`config.mk`:
```
export PLATFORM = sky130hd
export DESIGN_NAME = mcast_cam_filter
export DESIGN_NICKNAME = d
export VERILOG_FILES = /design/src/rtl/mcf_pkg.sv /design/src/rtl/mcf_busy_timer.sv /design/src/rtl/mcf_cam_array.sv /design/src/rtl/mcast_cam_filter.sv
export SDC_FILE = /design/constraint.sdc
export NUM_CORES = 2
export LEC_CHECK = 0
export BUFFER_PORTS_ARGS = -buffer_cell sky130_fd_sc_hd__buf_4
export CAP_MARGIN = 20
export CORE_ASPECT_RATIO = 1.75
export CORE_MARGIN = 1.5
export CORE_UTILIZATION = 25
export DETAILED_ROUTE_END_ITERATION = 10
export HOLD_SLACK_MARGIN = 0.03
export PLACE_DENSITY_LB_ADDON = 0.25
export SETUP_SLACK_MARGIN = 0.4
export SLEW_MARGIN = 15
export SYNTH_ARGS = -nofsm -noshare
export SYNTH_HDL_FRONTEND = slang
export SYNTH_SLANG_ARGS = --single-unit
```
`constraint.sdc`:
```
create_clock -name clk -period 6.9 [get_ports clk]
set_input_delay 1.035 -clock clk [delete_from_list [all_inputs] [get_ports clk]]
set_output_delay 1.035 -clock clk [all_outputs]
set_load 0.02 [all_outputs]
```
`src/rtl/mcf_pkg.sv`:
```
package mcf_pkg;
  localparam int CAM_DEPTH   = 32;
  localparam int MAC_W       = 48;
  localparam int WORD_W      = 32;
  localparam int IDX_W       = $clog2(CAM_DEPTH);
  localparam int FIELD_W     = 4;
  localparam int PER_GRANT   = WORD_W / FIELD_W;
  localparam int GRANT_WORDS = CAM_DEPTH / PER_GRANT;
  localparam int RADDR_W     = 7;
  localparam int MODE_FILT   = 0;
  localparam int MODE_PROM   = 1;

  // bit of a grant word that lets `port` use the entry in `slot`
  function automatic int grant_pos(input int slot, input logic port);
    return (WORD_W - FIELD_W) - FIELD_W * slot + 3 - 2 * int'(port);
  endfunction

  // enable bit for entry i (entry 0 is the MSB)
  function automatic int enable_pos(input int idx);
    return CAM_DEPTH - 1 - idx;
  endfunction

  function automatic logic is_group(input logic [MAC_W-1:0] a);
    return a[MAC_W-8];
  endfunction
endpackage

```
`src/rtl/mcf_busy_timer.sv`:
```
module mcf_busy_timer #(
  parameter int CYCLES = 4
) (
  input  logic clk,
  input  logic rst_n,
  input  logic start,
  output logic busy
);
  localparam int CNT_W = $clog2(CYCLES + 1);
  logic [CNT_W-1:0] cnt;

  always_ff @(posedge clk) begin
    if (!rst_n)         cnt <= '0;
    else if (start)     cnt <= CNT_W'(CYCLES);
    else if (cnt != '0) cnt <= cnt - 1'b1;
  end

  assign busy = (cnt != '0);
endmodule

```
`src/rtl/mcf_cam_array.sv`:
```
module mcf_cam_array
  import mcf_pkg::*;
(
  input  logic                 clk,
  input  logic                 rst_n,
  input  logic                 wr_en,
  input  logic [IDX_W-1:0]     wr_idx,
  input  logic                 wr_hi,
  input  logic [WORD_W-1:0]    wr_data,
  input  logic [IDX_W-1:0]     rd_idx,
  input  logic                 rd_hi,
  output logic [WORD_W-1:0]    rd_word,
  input  logic [MAC_W-1:0]     key,
  output logic [CAM_DEPTH-1:0] eq
);
  logic [MAC_W-1:0] ent [CAM_DEPTH];

  for (genvar i = 0; i < CAM_DEPTH; i++) begin : g_ent
    always_ff @(posedge clk) begin
      if (!rst_n) ent[i] <= '0;
      else if (wr_en && wr_idx == IDX_W'(i)) begin
        if (wr_hi) ent[i][MAC_W-1:16] <= wr_data;
        else       ent[i][15:0]       <= wr_data[15:0];
      end
    end
    assign eq[i] = (ent[i] == key);
  end

  always_comb begin
    if (rd_hi) rd_word = ent[rd_idx][MAC_W-1:16];
    else       rd_word = {16'h0, ent[rd_idx][15:0]};
  end
endmodule

```
`src/rtl/mcast_cam_filter.sv`:
```
module mcast_cam_filter
  import mcf_pkg::*;
#(
  parameter int BUSY_CYCLES = 4
) (
  input  logic               clk,
  input  logic               rst_n,
  input  logic               reg_wr,
  input  logic [RADDR_W-1:0] reg_addr,
  input  logic [WORD_W-1:0]  reg_wdata,
  output logic [WORD_W-1:0]  reg_rdata,
  input  logic               lk_req,
  input  logic [MAC_W-1:0]   lk_dst,
  input  logic               lk_port,
  output logic               lk_valid,
  output logic               lk_accept
);
  localparam logic [RADDR_W-1:0] A_ENABLE = 7'h40;
  localparam logic [RADDR_W-1:0] A_BUSY   = 7'h41;

  logic [WORD_W-1:0] en_reg;
  logic [WORD_W-1:0] grant_reg [GRANT_WORDS];
  logic [1:0]        mode_reg  [2];

  // decoded access events (named for the checker)
  logic sel_entry, sel_grant, sel_mode;
  logic ent_wr_accept;
  logic busy;
  assign sel_entry     = (reg_addr[RADDR_W-1] == 1'b0);
  assign sel_grant     = (reg_addr[RADDR_W-1:2] == 5'b10001);
  assign sel_mode      = (reg_addr[RADDR_W-1:1] == 6'b100100);
  assign ent_wr_accept = reg_wr && sel_entry && !busy;

  mcf_busy_timer #(.CYCLES(BUSY_CYCLES)) u_busy (
    .clk(clk), .rst_n(rst_n), .start(ent_wr_accept), .busy(busy)
  );

  logic [WORD_W-1:0]    ent_word;
  logic [CAM_DEPTH-1:0] addr_eq;
  mcf_cam_array u_cam (
    .clk(clk), .rst_n(rst_n),
    .wr_en(ent_wr_accept), .wr_idx(reg_addr[IDX_W:1]), .wr_hi(!reg_addr[0]),
    .wr_data(reg_wdata),
    .rd_idx(reg_addr[IDX_W:1]), .rd_hi(!reg_addr[0]), .rd_word(ent_word),
    .key(lk_dst), .eq(addr_eq)
  );

  always_ff @(posedge clk) begin
    if (!rst_n) begin
      en_reg <= '0;
    end else if (reg_wr && reg_addr == A_ENABLE) begin
      en_reg <= reg_wdata;
    end
  end

  for (genvar g = 0; g < GRANT_WORDS; g++) begin : g_grant
    always_ff @(posedge clk) begin
      if (!rst_n) grant_reg[g] <= '0;
      else if (reg_wr && sel_grant && reg_addr[1:0] == 2'(g)) grant_reg[g] <= reg_wdata;
    end
  end

  for (genvar p = 0; p < 2; p++) begin : g_mode
    always_ff @(posedge clk) begin
      if (!rst_n) mode_reg[p] <= '0;
      else if (reg_wr && sel_mode && reg_addr[0] == 1'(p)) mode_reg[p] <= reg_wdata[1:0];
    end
  end

  always_comb begin
    reg_rdata = '0;
    if (sel_entry)                  reg_rdata = ent_word;
    else if (reg_addr == A_ENABLE)  reg_rdata = en_reg;
    else if (reg_addr == A_BUSY)    reg_rdata = {{(WORD_W-1){1'b0}}, busy};
    else if (sel_grant)             reg_rdata = grant_reg[reg_addr[1:0]];
    else if (sel_mode)              reg_rdata = {{(WORD_W-2){1'b0}}, mode_reg[reg_addr[0]]};
  end

  // per-entry hit: address equal, entry enabled, port granted
  logic [CAM_DEPTH-1:0] hit_vec;
  for (genvar i = 0; i < CAM_DEPTH; i++) begin : g_hit
    assign hit_vec[i] = addr_eq[i] && en_reg[enable_pos(i)] &&
                        grant_reg[i / PER_GRANT][grant_pos(i % PER_GRANT, lk_port)];
  end

  logic hit_any, promisc_sel, filt_sel, dst_group, accept_d;
  assign hit_any     = |hit_vec;
  assign promisc_sel = mode_reg[lk_port][MODE_PROM];
  assign filt_sel    = mode_reg[lk_port][MODE_FILT];
  assign dst_group   = is_group(lk_dst);
  assign accept_d    = promisc_sel || !dst_group || !filt_sel || hit_any;

  always_ff @(posedge clk) begin
    if (!rst_n) begin
      lk_valid  <= 1'b0;
      lk_accept <= 1'b0;
    end else begin
      lk_valid  <= lk_req;
      lk_accept <= lk_req && accept_d;
    end
  end
endmodule

```
# Word level (Yosys, flattened, before mapping)
# Memories as Yosys holds them, arrays and structs flattened.
# Index checks and enable logic that the tools add are counted.
[word_totals]
ff_bits = 37
ram_bits = 1668
input_bits = 92
out_inout_bits = 34
wordCells = 675
n_memories = 3
[mem_list]
columns = ["name", "words", "word_bits", "read_ports", "rd_ports_with_merged_regs", "wr", "line", "source"]
rows = [
  ["u_cam.ent", 32, 48, 33, 0, 32, "mcf_cam_array.sv:16", "logic [MAC_W-1:0] ent [CAM_DEPTH];"],
  ["grant_reg", 4, 32, 5, 0, 4, "mcast_cam_filter.sv:22", "logic [WORD_W-1:0] grant_reg [GRANT_WORDS];"],
  ["mode_reg", 2, 2, 2, 0, 2, "mcast_cam_filter.sv:23", "logic [1:0] mode_reg [2];"],
]
[classes]
n_addsub = 9
n_lt_le_gt_ge = 8
n_eq_ne = 70
muxes = 387
bitwise_logic = 73
reduce_logical = 120
[ops]
columns = ["op", "count"]
rows = [
  ["== test 48 bit", 32],
  ["2-to-1 mux 32 bit", 41],
  ["2-to-1 mux 16 bit", 32],
  ["2-to-1 mux 1 bit", 277],
  ["binary-select mux 1 bit (select 5 bit)", 32],
  ["logical AND 1 bit", 108],
  ["== test 5 bit, second input constant", 17],
  ["bitwise OR 1 bit", 70],
  ["== test 5 x 4 -> 1 bit, second input constant", 8],
  ["OR reduction 32 bit", 1],
  ["< comparator 6 x 7 -> 1 bit, second input constant", 4],
  ["subtractor 5 x 2 -> 6 bit, first input constant", 4],
  ["== test 5 x 3 -> 1 bit, second input constant", 4],
  ["== test 7 bit, second input constant", 2],
  ["< comparator 5 x 7 -> 1 bit, second input constant", 2],
  ["== test 5 x 2 -> 1 bit, second input constant", 2],
  ["subtractor 4 x 2 -> 5 bit, first input constant", 2],
  ["< comparator 3 x 7 -> 1 bit, second input constant", 1],
  ["< comparator 4 x 7 -> 1 bit, second input constant", 1],
  ["== test 6 bit, second input constant", 1],
  ["2-to-1 mux 2 bit", 3],
  ["2-to-1 mux 3 bit", 2],
  ["== test 5 x 1 -> 1 bit, second input constant", 1],
  ["logical NOT 5 bit", 1],
  ["12 further kinds", 19],
]

# Logic depth before layout (Yosys ltp)
[logic_depth]
ltp_word = 8
ltp_mapped = 11

# Cells and area by module
# From an unflattened synthesis, not the netlist that was laid out.
[unflattened]
cells_unflattened = 7479
hier_area_um2 = 95836.9
[by_module_without_submodules]
columns = ["module", "instances", "cells_per_inst", "area_each_um2", "seq_area_each_um2"]
rows = [
  ["mcf_cam_array", 1, 6736, 87263.7, 46124.2],
  ["mcast_cam_filter", 1, 725, 8405.6, 4644.5],
  ["mcf_busy_timer", 1, 18, 167.7, 60.1],
]

# Worst setup path after synthesis
# OpenSTA, ideal clock, no wires.
[synth_timing]
path_type = "input port to flip-flop"
startpoint = "in reg_addr[1]"
endpoint = "mem u_cam.ent[23][16] (enable)"
arrival_time_ns = 4.994
required_ns = 6.434
slack_ns = 1.440
cell_stages = 9
path_buffers = 7
cell_sequence = "clkbuf_1 > buf_6 > buf_6 > buf_4 > buf_2 > buf_2 > buf_1 > nand3_1 > o21ai_0"
[synth_rtl]
columns = ["item", "line", "source"]
rows = [
  ["start, declared", "mcast_cam_filter.sv:9", "input logic [RADDR_W-1:0] reg_addr,"],
  ["end, declared", "mcf_cam_array.sv:16", ""],
]

# Worst setup path after layout
[layout_timing]
startpoint = "in reg_addr[1]"
endpoint = "out reg_rdata[15]"
[layout_between]
elab_chain_len = 5
word_cells_on_any_way = 9
cone_classes = "eq/ne: 2; mux: 5; memory: 2"
[layout_rtl]
columns = ["item", "line", "source"]
rows = [
  ["parallel branches: the longest is 4 deep, another holds memory (32 x 48 bit)", "--", ""],
  ["2-to-1 mux 32 bit *", "mcast_cam_filter.sv:72", "if (sel_entry) reg_rdata = ent_word;"],
  ["end, declared", "mcast_cam_filter.sv:11", "output logic [WORD_W-1:0] reg_rdata,"],
]
# Every way passes the cells marked *.

==> flow_summary.json <==
{
  "ys.flop_type": "edfxtp_1",
  "cts_resized": 0,
  "synth_top_area_share_pct": 52.58,
  "syn_inst": 7187,
  "post_cts_buffers": 0,
  "ys_warn_count": 0,
  "cts_buffer_depth": 4,
  "endpoint_kind": "primary output",
  "worstPathRequired_ps": 5860,
  "ios": 126,
  "power-per-cell-area_nw_per_um2": 246.9,
  "multi_input_area_sq_um": 42350,
  "dpl-instance-area_sq_um": 103800,
  "synth_nets": 7281,
  "max_freq_mhz": 159.2,
  "cp-start-kind": "primary input",
  "cap_violations": 0,
  "yosysSeqAreaShare_pct": 53.36,
  "grt_pass1_wl_um": 883400,
  "postCtsHoldBufs": 0,
  "drtIter0Drc": 13717,
  "die_w_um": 469.6,
  "status": "complete, no violations",
  "holdWs_ps": 401.3,
  "grt_pass1_vias": 68828,
  "max-vdd-ir-drop_mv": 0.1774,
  "grt_usage_pct": 36.68,
  "place.gp.congestion": 1.142,
  "final_nets": 7318,
  "synth-seq-cells": 1705,
  "critical-path-top-delay-family": "multiplexers",
  "worstMarginPinSlew_ps": 1321,
  "synth_top_cell_by_area": "edfxtp_1",
  "crit_fanout": 46,
  "path_clk_slew_ps": 70,
  "path_class": "in2out",
  "rows": 299,
  "setup_violations": 0,
  "grt_max_degree": 83,
  "ff2ff_path_depth": 8,
  "whs_path_depth": 2,
  "overflow": 0,
  "cts_tree": "done",
  "die_area_sq_um": 384900,
  "cts-buffers-inserted": 181,
  "ys_top_cells_by_count": "and2_1, edfxtp_1, xor2_1, xnor2_1, mux4_2",
  "wl_met3_um": 69040,
  "period_share_pct": 91.05,
  "hold_class": "in2reg",
  "min_from": "reg_wdata[22]",
  "initial_core_util_pct": 25.14,
  "fill_cells": 38176,
  "fin_area_sq_um": 110500,
  "post-route-min-period_ps": 6282,
  "wirelength_met1_um": 213700,
  "r2r-end": "u_cam.ent[3][36]",
  "crit_path_cell_trace": "buf_8, buf_12, mux4_2, mux4_2, mux2i_1, nor2_1, a221oi_1, o21ai_1, buf_4",
  "slew_headroom_pct": 11.13,
  "syn_avg_cell_area_sq_um": 13.25,
  "wl_met2_um": 331400,
  "place.port_buffers": 125,
  "first_pass_iters": 8,
  "netlist-cell-type-count": 59,
  "p_leak_nw": 38.06,
  "vias_per_cell": 6.051,
  "ant_nets": 0,
  "rsz0062_at_grt": "no",
  "cts_root_buffer": "clkbuf_16",
  "layout-drive-gt1-share_pct": 19.53,
  "hold_violations": 0,
  "via_count": 76093,
  "cp_slowest_stage_delay_ps": 810,
  "die_h_um": 819.6,
  "fp.coreArea_sq_um": 379000,
  "cp_slowest_cell": "mux2i_1",
  "worstHoldEndpoint": "grant_reg[1][22]",
  "synth.cell_area_sq_um": 95260,
  "drc_errors": 0,
  "synth_area_leaders": "edfxtp_1, mux4_2, and2_1",
  "cp.arrival_ps": 5250,
  "areaGrowthSynthToFinish_pct": 16.02,
  "top_layer_used": "met5",
  "r2r_slack_ps": 2280,
  "synth_edf_count": 1668,
  "avgRoutedWirePerCell_um": 57.10,
  "worstSkewPairLatency_ps": 1020,
  "rr_startpoint": "u_busy.cnt[0]",
  "crit_buf_inv": 3,
  "drt-total-wl_um": 718100,
  "async_reset_ff_share_pct": 0,
  "grt_antenna_before_repair": 186,
  "htree_levels": 4,
  "final-seq-area_sq_um": 50830,
  "crit_top_cell": "mux4_2",
  "clock-sinks": 1705,
  "largest_reg_flops": 1536,
  "final_max_slew_viol_count": 0,
  "setup-tns-final_ps": 0,
  "skew_ps": 64.01,
  "place.detailed.hpwl_um": 519800
}
[layout by cell type (no fill, tap or decap), drive strengths merged, types with 8 or more instances in the layout]
master and instances:
a21boi 32, a21oi 18, a221oi 28, a222oi 8
a22o 13, a22oi 35, and2 1668, buf 516
bufinv 19, clkbuf 228, clkinv 70, dfxtp 37
diode 246, edfxtp 1668, inv 80, mux2i 49
mux4 521, nand2 132, nand3 22, nand4 217
nor2 95, nor2b 11, nor3 13, nor4 239
o21ai 110, o221ai 10, o22ai 50, o2bb2ai 21
xnor2 656, xor2 726
[layout make-up]
type	instances	share of cell area (%)
Sequential cell	1705	45.99
Multi-Input combinational cell	4738	38.32
Tap cell	4966	5.622
Clock buffer	226	4.345
Timing Repair Buffer	518	3.988
Clock inverter	96	0.9035
Antenna cell	246	0.5570
Inverter	80	0.2717
[worst reg2reg max path, stage by stage, from the launching register on]
cell,delay [ps]
dfxtp_1,330
inv_1,90
ha_1,170
nor2b_1,770
nand2_1,100
nor2_1,910
nand2_1,600
o21ai_4,980
buf_4,370
[worst max path at each step]
stage / from / slack [ps] / to / cells after the start
3_3_place_gp: reg_addr[1] / 920 / reg_rdata[15] / 9
5_1_grt: reg_addr[1] / 790 / reg_rdata[15] / 9
3_5_place_dp: reg_addr[1] / 1010 / reg_rdata[4] / 9
4_1_cts: reg_addr[1] / 1010 / reg_rdata[4] / 9
2_1_floorplan: reg_addr[1] / 1440 / u_cam.ent[23][16] / 9
6_report: reg_addr[1] / 620 / reg_rdata[15] / 9
[power breakdown]
group / switching [mW] / internal, mW
logic: 3.17 / 1.17
clock network: 4.85 / 5.65
registers: 0.709 / 11.7
total: 8.73 / 18.6
[layer usage]
| layer | vias to the layer above | global-route usage (%) |
|---|---|---|
| met5 | - | 0.1234 |
| li1 | 26366 | - |
| met3 | 3047 | 11.74 |
| met4 | 48 | 43.19 |
| met2 | 7465 | 58.22 |
| met1 | 39167 | 35.20 |
[cells by family (layout without fill, tap and decap cells)]
kind of cell	count (synthesis)	count (layout)	share of synthesized area, %
other cells	0	246	0
simple gates	2423	2423	15.30
xor+xnor	1382	1382	12.71
compound gates	354	354	2.544
mux	577	577	12.92
fa+ha+maj	2	2	0.02627
buf+inv	744	920	3.149
flops	1705	1705	53.36
[stage by stage]
step	std cells	power (mW)	worst slack, ps	utilization [%]
floorplan	7187	13.94	1440	-
global placement	11989	16.59	922.8	27.37
detailed placement	11994	16.58	1005	27.39
CTS	12316	26.85	1007	28.92
global route	12382	27.36	791.8	29.03
finish	12575	27.28	617.6	29.16
Note: power is estimated with default switching activity, not from simulation.
